## config.mk

```make
export PLATFORM = sky130hd
export DESIGN_NAME = uart_int_ident
export DESIGN_NICKNAME = d
export VERILOG_FILES = /design/src/rtl/uart_int_pkg.sv /design/src/rtl/uart_int_dp.sv /design/src/rtl/uart_int_ctrl.sv /design/src/rtl/uart_int_ident.sv
export SDC_FILE = /design/constraint.sdc
export NUM_CORES = 1
export LEC_CHECK = 0
export BUFFER_PORTS_ARGS = -buffer_cell sky130_fd_sc_hd__buf_4
export CELL_PAD_IN_SITES_DETAIL_PLACEMENT = 0
export CELL_PAD_IN_SITES_GLOBAL_PLACEMENT = 2
export CORE_ASPECT_RATIO = 1.5
export CORE_MARGIN = 2
export CORE_UTILIZATION = 24
export DETAILED_ROUTE_END_ITERATION = 8
export GPL_TIMING_DRIVEN = 0
export PLACE_DENSITY_LB_ADDON = 0.1
export SLEW_MARGIN = 20
export SYNTH_ARGS = -nofsm -noshare
export SYNTH_HDL_FRONTEND = slang
export SYNTH_SLANG_ARGS = --single-unit
```

## constraint.sdc

```tcl
create_clock -name clk -period 1.8 [get_ports clk]
set_input_delay 0.09 -clock clk [delete_from_list [all_inputs] [get_ports clk]]
set_output_delay 0.09 -clock clk [all_outputs]
set_load 0.005 [all_outputs]
```

## src/rtl/uart_int_pkg.sv

```systemverilog
package uart_int_pkg;
  localparam int NUM_SRC = 7;

  typedef enum logic [2:0] {
    SRC_LS = 3'd0,
    SRC_TO = 3'd1,
    SRC_RX = 3'd2,
    SRC_TX = 3'd3,
    SRC_MS = 3'd4,
    SRC_XO = 3'd5,
    SRC_FC = 3'd6
  } src_e;

  localparam logic [5:0] ID_LS   = 6'b000110;
  localparam logic [5:0] ID_TO   = 6'b001100;
  localparam logic [5:0] ID_RX   = 6'b000100;
  localparam logic [5:0] ID_TX   = 6'b000010;
  localparam logic [5:0] ID_MS   = 6'b000000;
  localparam logic [5:0] ID_XO   = 6'b010000;
  localparam logic [5:0] ID_FC   = 6'b100000;
  localparam logic [5:0] ID_NONE = 6'b000001;

  typedef struct packed {
    logic clrTx;
    logic clrXo;
    logic clrFc;
  } clr_t;
endpackage

```

## src/rtl/uart_int_dp.sv

```systemverilog
module uart_int_dp
  import uart_int_pkg::*;
#(
  parameter int CHAR_BITS = 10,
  parameter int LVL_W = 7
) (
  input  logic               clk,
  input  logic               rstN,
  input  clr_t               clr,
  input  logic [3:0]         lineErr,
  input  logic               lsrRead,
  input  logic [LVL_W-1:0]   rxLevel,
  input  logic [LVL_W-1:0]   rxTrig,
  input  logic               rxActivity,
  input  logic               bitTick,
  input  logic               rbrRead,
  input  logic               txEmptyEvt,
  input  logic               thrWrite,
  input  logic [3:0]         modemLines,
  input  logic               msrRead,
  input  logic               xoffMatch,
  input  logic               specialMatch,
  input  logic               xonMatch,
  input  logic               rxCharDone,
  input  logic               ctsIn,
  input  logic               rtsIn,
  input  logic               autoCtsEn,
  input  logic               autoRtsEn,
  output logic [NUM_SRC-1:0] pend
);
  localparam int TO_BITS = 4 * CHAR_BITS + 12;
  localparam int TO_W = $clog2(TO_BITS + 1);

  logic lsPend, toPend, txPend, msPend, xoPend, xoIsSpecial, fcPend;
  logic [TO_W-1:0] toCnt;
  logic [3:0] prevModem;
  logic prevCts, prevRts;

  logic rxEmpty, toHit, msChange, ctsRise, rtsRise, fcSet, xoSet, xoClr;

  assign rxEmpty  = (rxLevel == '0);
  assign toHit    = bitTick && !rxActivity && !rxEmpty && (toCnt == TO_W'(TO_BITS - 1));
  assign msChange = (modemLines != prevModem);
  assign ctsRise  = ctsIn && !prevCts && autoCtsEn;
  assign rtsRise  = rtsIn && !prevRts && autoRtsEn;
  assign fcSet    = ctsRise || rtsRise;
  assign xoSet    = xoffMatch || specialMatch;
  assign xoClr    = clr.clrXo || (xoIsSpecial ? rxCharDone : xonMatch);

  always_ff @(posedge clk) begin
    if (!rstN) begin
      toCnt <= '0;
    end else if (rxActivity || rxEmpty) begin
      toCnt <= '0;
    end else if (bitTick && toCnt != TO_W'(TO_BITS)) begin
      toCnt <= toCnt + 1'b1;
    end
  end

  always_ff @(posedge clk) begin
    if (!rstN) begin
      lsPend      <= 1'b0;
      toPend      <= 1'b0;
      txPend      <= 1'b0;
      msPend      <= 1'b0;
      xoPend      <= 1'b0;
      xoIsSpecial <= 1'b0;
      fcPend      <= 1'b0;
      prevModem   <= '0;
      prevCts     <= 1'b0;
      prevRts     <= 1'b0;
    end else begin
      lsPend    <= (|lineErr) || (lsPend && !lsrRead);
      toPend    <= toHit || (toPend && !rbrRead);
      txPend    <= txEmptyEvt || (txPend && !thrWrite && !clr.clrTx);
      msPend    <= msChange || (msPend && !msrRead);
      xoPend    <= xoSet || (xoPend && !xoClr);
      if (xoSet) xoIsSpecial <= specialMatch && !xoffMatch;
      fcPend    <= fcSet || (fcPend && !msrRead && !clr.clrFc);
      prevModem <= modemLines;
      prevCts   <= ctsIn;
      prevRts   <= rtsIn;
    end
  end

  always_comb begin
    pend         = '0;
    pend[SRC_LS] = lsPend;
    pend[SRC_TO] = toPend;
    pend[SRC_RX] = !rxEmpty && (rxLevel >= rxTrig);
    pend[SRC_TX] = txPend;
    pend[SRC_MS] = msPend;
    pend[SRC_XO] = xoPend;
    pend[SRC_FC] = fcPend;
  end

  a_r6_line_err_sets: assert property (@(posedge clk) disable iff (!rstN)
    (|lineErr) |=> pend[SRC_LS]);
  a_r6_line_err_blocks_clear: assert property (@(posedge clk) disable iff (!rstN)
    (pend[SRC_LS] && lsrRead && (|lineErr)) |=> pend[SRC_LS]);
  a_r9_thr_write_clears: assert property (@(posedge clk) disable iff (!rstN)
    (thrWrite && !txEmptyEvt) |=> !pend[SRC_TX]);
  a_r10_modem_change: assert property (@(posedge clk) disable iff (!rstN)
    (modemLines != prevModem) |=> pend[SRC_MS]);
  a_r12_cts_edge: assert property (@(posedge clk) disable iff (!rstN)
    (autoCtsEn && $rose(ctsIn)) |=> pend[SRC_FC]);
  a_r8_count_bound: assert property (@(posedge clk) disable iff (!rstN)
    toCnt <= TO_W'(TO_BITS));
endmodule

```

## src/rtl/uart_int_ctrl.sv

```systemverilog
module uart_int_ctrl
  import uart_int_pkg::*;
(
  input  logic               clk,
  input  logic               rstN,
  input  logic [NUM_SRC-1:0] pend,
  input  logic [NUM_SRC-1:0] srcEnable,
  input  logic               fifoEn,
  input  logic               iirRead,
  output logic [7:0]         iirValue,
  output logic               irqOut,
  output clr_t               clr
);
  logic [NUM_SRC-1:0] active;
  logic [5:0] idCode;

  assign active = pend & srcEnable;

  always_comb begin
    if (active[SRC_LS])      idCode = ID_LS;
    else if (active[SRC_TO]) idCode = ID_TO;
    else if (active[SRC_RX]) idCode = ID_RX;
    else if (active[SRC_TX]) idCode = ID_TX;
    else if (active[SRC_MS]) idCode = ID_MS;
    else if (active[SRC_XO]) idCode = ID_XO;
    else if (active[SRC_FC]) idCode = ID_FC;
    else                     idCode = ID_NONE;
  end

  assign iirValue  = {{2{fifoEn}}, idCode};
  assign irqOut    = !idCode[0];
  assign clr.clrTx = iirRead && (idCode == ID_TX);
  assign clr.clrXo = iirRead && (idCode == ID_XO);
  assign clr.clrFc = iirRead && (idCode == ID_FC);

  a_r1_idle_flag: assert property (@(posedge clk) disable iff (!rstN)
    ((pend & srcEnable) == '0) |-> (iirValue[0] && !irqOut));
  a_r5_masked_quiet: assert property (@(posedge clk) disable iff (!rstN)
    ((pend & srcEnable) == '0) |-> (iirValue[5:0] == ID_NONE));
  a_r4_line_first: assert property (@(posedge clk) disable iff (!rstN)
    (pend[SRC_LS] && srcEnable[SRC_LS]) |-> (iirValue[5:0] == ID_LS));
endmodule

```

## src/rtl/uart_int_ident.sv

```systemverilog
module uart_int_ident
  import uart_int_pkg::*;
#(
  parameter int FIFO_DEPTH = 64,
  parameter int CHAR_BITS = 10,
  localparam int LVL_W = $clog2(FIFO_DEPTH + 1)
) (
  input  logic             clk,
  input  logic             rstN,
  input  logic             fifoEn,
  input  logic [6:0]       srcEnable,
  input  logic [3:0]       lineErr,
  input  logic             lsrRead,
  input  logic [LVL_W-1:0] rxLevel,
  input  logic [LVL_W-1:0] rxTrig,
  input  logic             rxActivity,
  input  logic             bitTick,
  input  logic             rbrRead,
  input  logic             txEmptyEvt,
  input  logic             thrWrite,
  input  logic             iirRead,
  input  logic [3:0]       modemLines,
  input  logic             msrRead,
  input  logic             xoffMatch,
  input  logic             specialMatch,
  input  logic             xonMatch,
  input  logic             rxCharDone,
  input  logic             ctsIn,
  input  logic             rtsIn,
  input  logic             autoCtsEn,
  input  logic             autoRtsEn,
  output logic [7:0]       iirValue,
  output logic             irqOut
);
  logic [NUM_SRC-1:0] pend;
  clr_t clr;

  uart_int_dp #(.CHAR_BITS(CHAR_BITS), .LVL_W(LVL_W)) i_dp (
    .clk(clk), .rstN(rstN), .clr(clr),
    .lineErr(lineErr), .lsrRead(lsrRead),
    .rxLevel(rxLevel), .rxTrig(rxTrig), .rxActivity(rxActivity),
    .bitTick(bitTick), .rbrRead(rbrRead),
    .txEmptyEvt(txEmptyEvt), .thrWrite(thrWrite),
    .modemLines(modemLines), .msrRead(msrRead),
    .xoffMatch(xoffMatch), .specialMatch(specialMatch),
    .xonMatch(xonMatch), .rxCharDone(rxCharDone),
    .ctsIn(ctsIn), .rtsIn(rtsIn), .autoCtsEn(autoCtsEn), .autoRtsEn(autoRtsEn),
    .pend(pend)
  );

  uart_int_ctrl i_ctrl (
    .clk(clk), .rstN(rstN), .pend(pend), .srcEnable(srcEnable),
    .fifoEn(fifoEn), .iirRead(iirRead),
    .iirValue(iirValue), .irqOut(irqOut), .clr(clr)
  );

  a_r9_tx_kept: assert property (@(posedge clk) disable iff (!rstN)
    (iirRead && pend[SRC_TX] && iirValue[5:0] != ID_TX && !thrWrite) |=> pend[SRC_TX]);
endmodule

```

---- Word-level counts from Yosys, hierarchy flattened ----
Cells that the tools add are included.
word-level totals
  logic and storage cells ................. 76
  register bits ........................... 19
cells by class
  order comparisons ....................... 1
  $add $sub $neg .......................... 1
  eq/ne operators ......................... 6
  muxes and demuxes ....................... 8
  bitwise operators ....................... 2
  reduce and logical (&&, ||, !) cells .... 47
operators with widths
  cell                 number
  $mux 6               7
  $logic_and 1x1->1    21
  $logic_not 1->1      13
  $eq 6x6->1 const B   2
  $logic_or 1x1->1     10
  $and 7x7->7          1
  $ge 7x7->1           1
  $logic_not 7->1      1
  $add 6x1->6 const B  1
  $eq 6x2->1 const B   1
  $eq 6x5->1 const B   1
  $ne 6x6->1 const B   1
  $ne 4x4->1           1
  $reduce_or 4->1      1
  $reduce_or 2->1      1
  $mux 1               1
  $not 1->1            1

---- Depth between registers and ports, before layout ----
Gate-level depths: netlist of the first run.
  depth in word-level cells ............... 17
  depth in mapped cells ................... 7
  depth with buffers taken out ............ 7

---- Cells and area by module ----
Synthesis of the first run repeated with hierarchy kept, for this count alone.
second synthesis, totals
  cell total of the unflattened synthesis .. 134
  area, all modules ....................... 1156.1 µm²
by module, submodules not included
  module         area each (µm²)  times used  cells an instance
  uart_int_dp    1008.5           1           113
  uart_int_ctrl  147.6            1           21

---- Least setup slack after synthesis of the first run ----
Ideal clock, no wire load.
  path type ............................... input to output
  start point ............................. input rxTrig[5]
  end point ............................... output irqOut
  slack ................................... 0.332 ns
  data arrival time ....................... 1.378 ns
  cell stages on the path ................. 7
  required time ........................... 1.710 ns
  buffers on the path ..................... 0
  path through ............................ inv_1 -> ha_1 -> a21oi_1 -> o211ai_1 -> o2111ai_4 -> nand2_4 -> or3_1
between the ends
  cells in the longest elaborated chain, start to end .. 7
RTL lines
  what               line                  RTL
  start, declared    uart_int_ident.sv:15  input logic [LVL_W-1:0] rxTrig,
  $ge 7x7->1         uart_int_dp.sv:90     pend[SRC_RX] = !rxEmpty && (rxLevel >= rxTrig);
  $logic_and 1x1->1  uart_int_dp.sv:90
  $and 7x7->7        uart_int_ctrl.sv:17   assign active = pend & srcEnable;
  $mux 6             uart_int_ctrl.sv:22   else if (active[SRC_RX]) idCode = ID_RX;
  $mux 6             uart_int_ctrl.sv:21   else if (active[SRC_TO]) idCode = ID_TO;
  $mux 6             uart_int_ctrl.sv:20   if (active[SRC_LS]) idCode = ID_LS;
  $logic_not 1->1    uart_int_ctrl.sv:31   assign irqOut = !idCode[0];
  end, declared      uart_int_ident.sv:33  output logic irqOut
Every way passes these cells.

---- Worst setup path after layout of the first run ----
  start point ............................. input rxLevel[1]
  end point ............................... output irqOut
between the ends
  cells in the longest elaborated chain, start to end .. 8
  elaborated cells on any way between the ends .. 9
  classes of those cells .................. order compare (1); mux (3); bitwise (1); reduce/logical (4)
RTL lines
  what                                                                line                  RTL
  start, declared                                                     uart_int_ident.sv:14  input logic [LVL_W-1:0] rxLevel,
  parallel branches: the longest is 2 deep, another holds $ge 7x7->1  n/a
  $logic_and 1x1->1 (*)                                               uart_int_dp.sv:90
  $and 7x7->7 (*)                                                     uart_int_ctrl.sv:17
  $mux 6 (*)                                                          uart_int_ctrl.sv:22
  $mux 6 (*)                                                          uart_int_ctrl.sv:21
  $mux 6 (*)                                                          uart_int_ctrl.sv:20
  $logic_not 1->1 (*)                                                 uart_int_ctrl.sv:31
Mark *: on every way between the ends.

==> flow_summary.json, run 1 <==
{
  "grt_usage_pct": 11.38,
  "grt_pass1_vias": 1115,
  "synthArstFlopShare_pct": 0,
  "cp_cell_sequence": "buf_4 > ha_1 > nand4_1 > o211ai_1 > o2111ai_4 > nand2_4 > or3_1 > buf_4",
  "grt_pass1_wl_microns": 4623,
  "final_area_sq_um": 1727,
  "fin_util_pct": 38.02,
  "place_hpwl_microns": 2373,
  "fillers": 487,
  "synth_cell_type_count": 38,
  "wire_per_inst_microns": 11.01,
  "cts_buffers": 3,
  "r2r_setup_slack_ns": 0.26,
  "placed_area_sq_um": 1628,
  "irDropWorstVdd_uv": 260.2,
  "dieHeight_microns": 88.22,
  "clk_latency_ns": 0.26,
  "relSlewSlack_pct": 64.33,
  "drc": 0,
  "startpoint_type": "primary input",
  "finalCritPeriodShare_pct": 93.35,
  "viasPerCell": 4.360,
  "cpPeakStageDelay_ns": 0.37,
  "dr.pass1.iters": 4,
  "fmax_mhz": 595.1,
  "end_kind": "primary output",
  "synth-edff-count": 0,
  "worst_ep_required_time_ns": 1.71,
  "status": "complete, no violations",
  "mostFrequentLayoutCells": "buf_4, dfxtp_1, inv_1, nand2_1, nor2_1",
  "worstSetupPathType": "primary input to primary output",
  "coreArea_sq_um": 4542,
  "drtIter0Drc": 24,
  "ios": 57,
  "port_buffers": 55,
  "yosys_warnings": 0,
  "tightest_slew_ns": 0.5294,
  "ys_seq_area_share_pct": 33.52,
  "tns_ns": 0,
  "clock_skew_ns": 0.008721,
  "crit_slowest_cell": "or3_1",
  "power_density_nw_per_um2": 586.5,
  "n_antenna_cell": 0,
  "place.gp.congestion": 0.7038,
  "cts_sinks": 19,
  "grt_max_degree": 13,
  "setup_viol": 0,
  "crit_family": "simple AND/OR/NAND/NOR gates",
  "antenna_found_initial": 0,
  "cp_common_cell": "buf_4",
  "rsz0062_at_grt": "no",
  "finalMaxSlewViolations": 0,
  "clkTransAtPathRegs_ns": 0.08,
  "ant_nets": 0,
  "worstPathArrival_ns": 1.59,
  "initial_utilization_pct": 24.99,
  "syn-cell-area_sq_um": 1135,
  "die_w_microns": 60.15,
  "area_growth_pct": 52.15,
  "hold_class": "primary input to flop",
  "cts.htree.levels": 1,
  "preCtsSetupSlack_ns": -0.01569,
  "ys_seq_elements": 19,
  "design.die.area_sq_um": 5306,
  "period_minus_slack_ns": 1.680,
  "drive_above_1_share_pct": 36.08,
  "hold_violations": 0,
  "syn_nets": 190,
  "wl_microns": 2841,
  "syn_avg_cell_area_sq_um": 8.533,
  "synth_top_flop_cell": "dfxtp_1",
  "p_leak_nw": 0.7806,
  "synthCells": 133,
  "grt_overflow": 0,
  "crit_fanout": 5,
  "layout_commonest_cell": "buf_4",
  "via_count": 1125,
  "p_total_mw": 1.013,
  "clockBufferDepth": 2,
  "num_rows": 30,
  "fin_nets": 252,
  "cap_violations": 0,
  "cp_num_buf_inv": 2,
  "cts_tree": "done",
  "clock-root-buffer": "clkbuf_8",
  "setup_slack_ns": 0.1197
}
## cells by family after synthesis
kind of cell,count (synthesis),synth area share (%)
and+or+nand+nor,57,27.89
AOI/OAI and AO/OA,22,14.77
muxes,2,1.764
xor gates and xnor gates,8,6.174
DFF,19,33.52
adders and majority gates,9,9.923
buffers and inverters,16,5.953
## cell usage after synthesis, drive strengths merged, types with 3 or more instances
cell / n / area share, %
nand2: 14 / 5.3
and2: 8 / 4.5
nor2: 9 / 3.0
ha: 9 / 9.9
o21ai: 4 / 1.8
nor3: 5 / 2.2
inv: 13 / 4.3
dfxtp: 19 / 34
nand3b: 3 / 2.0
a21oi: 5 / 2.2
nand4: 5 / 2.8
xor2: 6 / 4.6
nor4: 3 / 2.2
## repair_timing
action,in CTS,in global routing
setup buffers,1,0
endpoints found under the hold margin,1,0
hold buffers,1,0
setup endpoints to repair,1,1
resized for setup,0,4
pin swaps,1,3
## sequential cells by signal, summed over array words and instances (netlist names)
| signal | count |
|---|---|
| i_dp.xoIsSpecial | 1 |
| i_dp.prevRts | 1 |
| i_dp.msPend | 1 |
| i_dp.toPend | 1 |
| i_dp.txPend | 1 |
| i_dp.prevCts | 1 |
| i_dp.lsPend | 1 |
| i_dp.toCnt | 6 |
| i_dp.fcPend | 1 |
| i_dp.prevModem | 4 |
| i_dp.xoPend | 1 |
## through the flow
step                hold slack (ns)  cells
detailed placement           0.2650    252
CTS                         0.04020    258
floorplan                    0.1661    133
global placement             0.2649    252
global route                0.03543    258
finish                      0.04515    258
## report_power, final
group,leakage (nW),total [mW],internal (mW),switching [mW]
sequential,0.157,0.448,0.439,0.00970
combinational,0.602,0.254,0.152,0.103
clock,0.0217,0.310,0.156,0.154
total,0.781,1.01,0.746,0.266
## per-layer routing
layer  part of all wire, %  GRT usage (%)  vias up
met5                     0              0        -
met4                  0.81          3.636        0
met3                   5.8          2.778        2
met2                    51          20.45       39
met1                    42          12.86      502
li1                      -              -      582
## final timing paths
kind / from / endpoint / depth (start not counted)
setup / recovery: rxLevel[1] / irqOut / 8
hold / removal: ctsIn / i_dp.prevCts / 2
setup reg to reg: i_dp.toCnt[0] / i_dp.toCnt[3] / 7
hold reg to reg: i_dp.xoPend / i_dp.xoPend / 1
## area by class of cell
class                   instances  area [sq um]  area share, %
flip-flops and latches         19         380.4          22.03
clock inverters                 1         7.507         0.4348
multi-input cells              98         719.4          41.67
plain buffers                   3         18.77          1.087
clock buffers                   3         41.29          2.391
inverters                      13         48.80          2.826
repair buffers                 57         430.4          24.93
well taps                      64         80.08          4.638
No activity file was read; power rests on OpenSTA's default activity.
==> inputs of run 2 (changes only) <==
SYNTH_HIERARCHICAL = 1   (was not set)
==> flow_summary.json, run 2 <==
{
  "status": "finished with violations",
  "violations": "negative setup slack",
  "relSlewSlack_pct": 64.11,
  "synthCells": 134,
  "placed_area_sq_um": 1692,
  "period_minus_slack_ns": 1.939,
  "ios": 57,
  "setup_slack_ns": -0.1391,
  "grt_usage_pct": 11.28,
  "syn_nets": 191,
  "cts.htree.levels": 1,
  "clock-root-buffer": "clkbuf_8",
  "dr.pass1.iters": 4,
  "worstSetupPathType": "primary input to primary output",
  "setup_viol": 8,
  "place.gp.congestion": 0.7855,
  "area_growth_pct": 59.20,
  "startpoint_type": "primary input",
  "synthArstFlopShare_pct": 0,
  "ys_seq_area_share_pct": 32.90,
  "drc": 0,
  "fin_nets": 253,
  "largest_reg_flops": 6,
  "preCtsSetupSlack_ns": -0.8040,
  "initial_utilization_pct": 25.25,
  "multi_input_area_sq_um": 750.7,
  "end_kind": "primary output",
  "yosys.area.top_type": "dfxtp_1",
  "via_count": 1145,
  "hold_violations": 0,
  "n_antenna_cell": 0,
  "port_buffers": 55,
  "cts_buffers": 3,
  "place_hpwl_microns": 2393,
  "viasPerCell": 4.421,
  "yosys_warnings": 6,
  "power_density_nw_per_um2": 552.3,
  "irDropWorstVdd_uv": 341.5,
  "crit_fanout": 8,
  "antenna_found_initial": 0,
  "hold_class": "primary input to flop",
  "drive_above_1_share_pct": 44.10,
  "syn_avg_cell_area_sq_um": 8.628,
  "regMostFlops": "i_dp/toCnt",
  "cts_sinks": 19,
  "worst_ep_required_time_ns": 1.71,
  "grt_max_degree": 11,
  "worstPathArrival_ns": 1.85,
  "die_w_microns": 60.67,
  "final_area_sq_um": 1841,
  "fillers": 507,
  "clock_skew_ns": 0.001157,
  "wl_microns": 2981,
  "finalMaxSlewViolations": 0,
  "layout_commonest_cell": "buf_4",
  "layout.cells.non_filler": 259,
  "reg_top3": "i_dp/toCnt: 6 flops, i_dp/prevModem: 4 flops",
  "coreArea_sq_um": 4579,
  "clockBufferDepth": 2,
  "cts_tree": "done",
  "rsz0062_at_grt": "yes",
  "finalCritPeriodShare_pct": 107.7,
  "syn-cell-area_sq_um": 1156,
  "regArea_sq_um": 380.4,
  "tightest_slew_ns": 0.5384,
  "grt_overflow": 0,
  "ant_nets": 0,
  "design.die.area_sq_um": 5400,
  "wire_per_inst_microns": 11.51,
  "ys_top_cells_by_count": "dfxtp_1, inv_1, nor2_1",
  "place_inst": 253,
  "drtIter0Drc": 57,
  "synth_cell_type_count": 39,
  "grt_pass1_wl_microns": 4781,
  "yosysTopAreaCellShare_pct": 32.90,
  "clkTransAtPathRegs_ns": 0.07,
  "clk_latency_ns": 0.25,
  "synth-edff-count": 0,
  "cap_violations": 0,
  "fin_util_pct": 40.19,
  "synth.most_common_cell": "dfxtp_1",
  "ys_seq_elements": 19,
  "num_rows": 30,
  "dieHeight_microns": 89.01,
  "synthTopCellsByArea": "dfxtp_1, ha_1, buf_4",
  "fmax_mhz": 515.7,
  "synth_top_flop_cell": "dfxtp_1",
  "mostFrequentLayoutCells": "buf_4, dfxtp_1, inv_1, nor2_1",
  "grt_pass1_vias": 1125,
  "p_leak_nw": 0.8145
}
run 2: changes by cell type in the layout (fill, tap and decap cells not counted), sizes merged, moves of 3 or more:
cell,delta
buf,+7
nand2,-6
and4,+3
nand4,-3
nor3,-3
xor2,-3
run 2: worst paths after layout:
| check | slack, ns | from | to | cells past startpoint |
|---|---|---|---|---|
| hold / removal | 0.01 | xoffMatch | i_dp/xoIsSpecial | 2 |
| setup / recovery | -0.14 | rxTrig[3] | iirValue[0] | 10 |
| hold reg to reg | 0.48 | i_dp/lsPend | i_dp/lsPend | 2 |
| setup reg to reg | 0.24 | i_dp/xoPend | i_dp/fcPend | 5 |
run 2: kinds of logic after synthesis:
family | Yosys count | synth area share, %
and+or+nand+nor | 50 | 24.46
AOI/OAI and AO/OA | 26 | 17.21
buffers and inverters | 23 | 10.06
DFF | 19 | 32.90
adders and majority gates | 9 | 9.740
xor gates and xnor gates | 5 | 3.789
muxes | 2 | 1.840
run 2: repair_timing:
item,CTS,global route
setup buffers,2,1
resized for setup,9,11
hold buffers,0,0
setup endpoints to repair,8,9
pin swaps,7,10
run 2: worst max-delay path, cell delays in order:
cell	delay [ns]
buf_4	0.07
inv_1	0.06
ha_4	0.16
or4_4	0.48
o221ai_4	0.15
a21oi_2	0.09
a222oi_1	0.27
buf_4	0.20
and3_4	0.18
buf_6	0.09
run 2: layout make-up:
class | instances | area share, %
Buffer | 9 | 3.467
Clock buffer | 4 | 2.447
Inverter | 14 | 3.399
Multi-Input combinational cell | 92 | 40.79
Sequential cell | 19 | 20.67
Tap cell | 64 | 4.351
Timing Repair Buffer | 57 | 24.88
run 2: stage by stage:
step / power, mW / hold WS (ns) / TNS, ns
floorplan: 0.5657 / 0.1661 / -1.020
global placement: 0.6972 / 0.2725 / -4.763
detailed placement: 0.7017 / 0.2790 / -5.006
CTS: 1.017 / 0.007411 / -1.181
global route: 1.087 / 0.009692 / -1.575
finish: 1.017 / 0.01146 / -0.7260
run 2: power by group:
group	internal [mW]	leakage [nW]	switching (mW)
sequential	0.438	0.157	0.00811
combinational	0.177	0.635	0.109
clock	0.157	0.0228	0.127
total	0.772	0.815	0.244
run 2: per-layer routing:
| metal | wire length [microns] | GRT usage [%] | share of wire (%) |
|---|---|---|---|
| met5 | 0 | 0 | 0 |
| met1 | 1269 | 14.12 | 43 |
| met3 | 204 | 1.592 | 6.8 |
| met2 | 1491 | 19.26 | 50 |
| met4 | 15 | 4.150 | 0.50 |
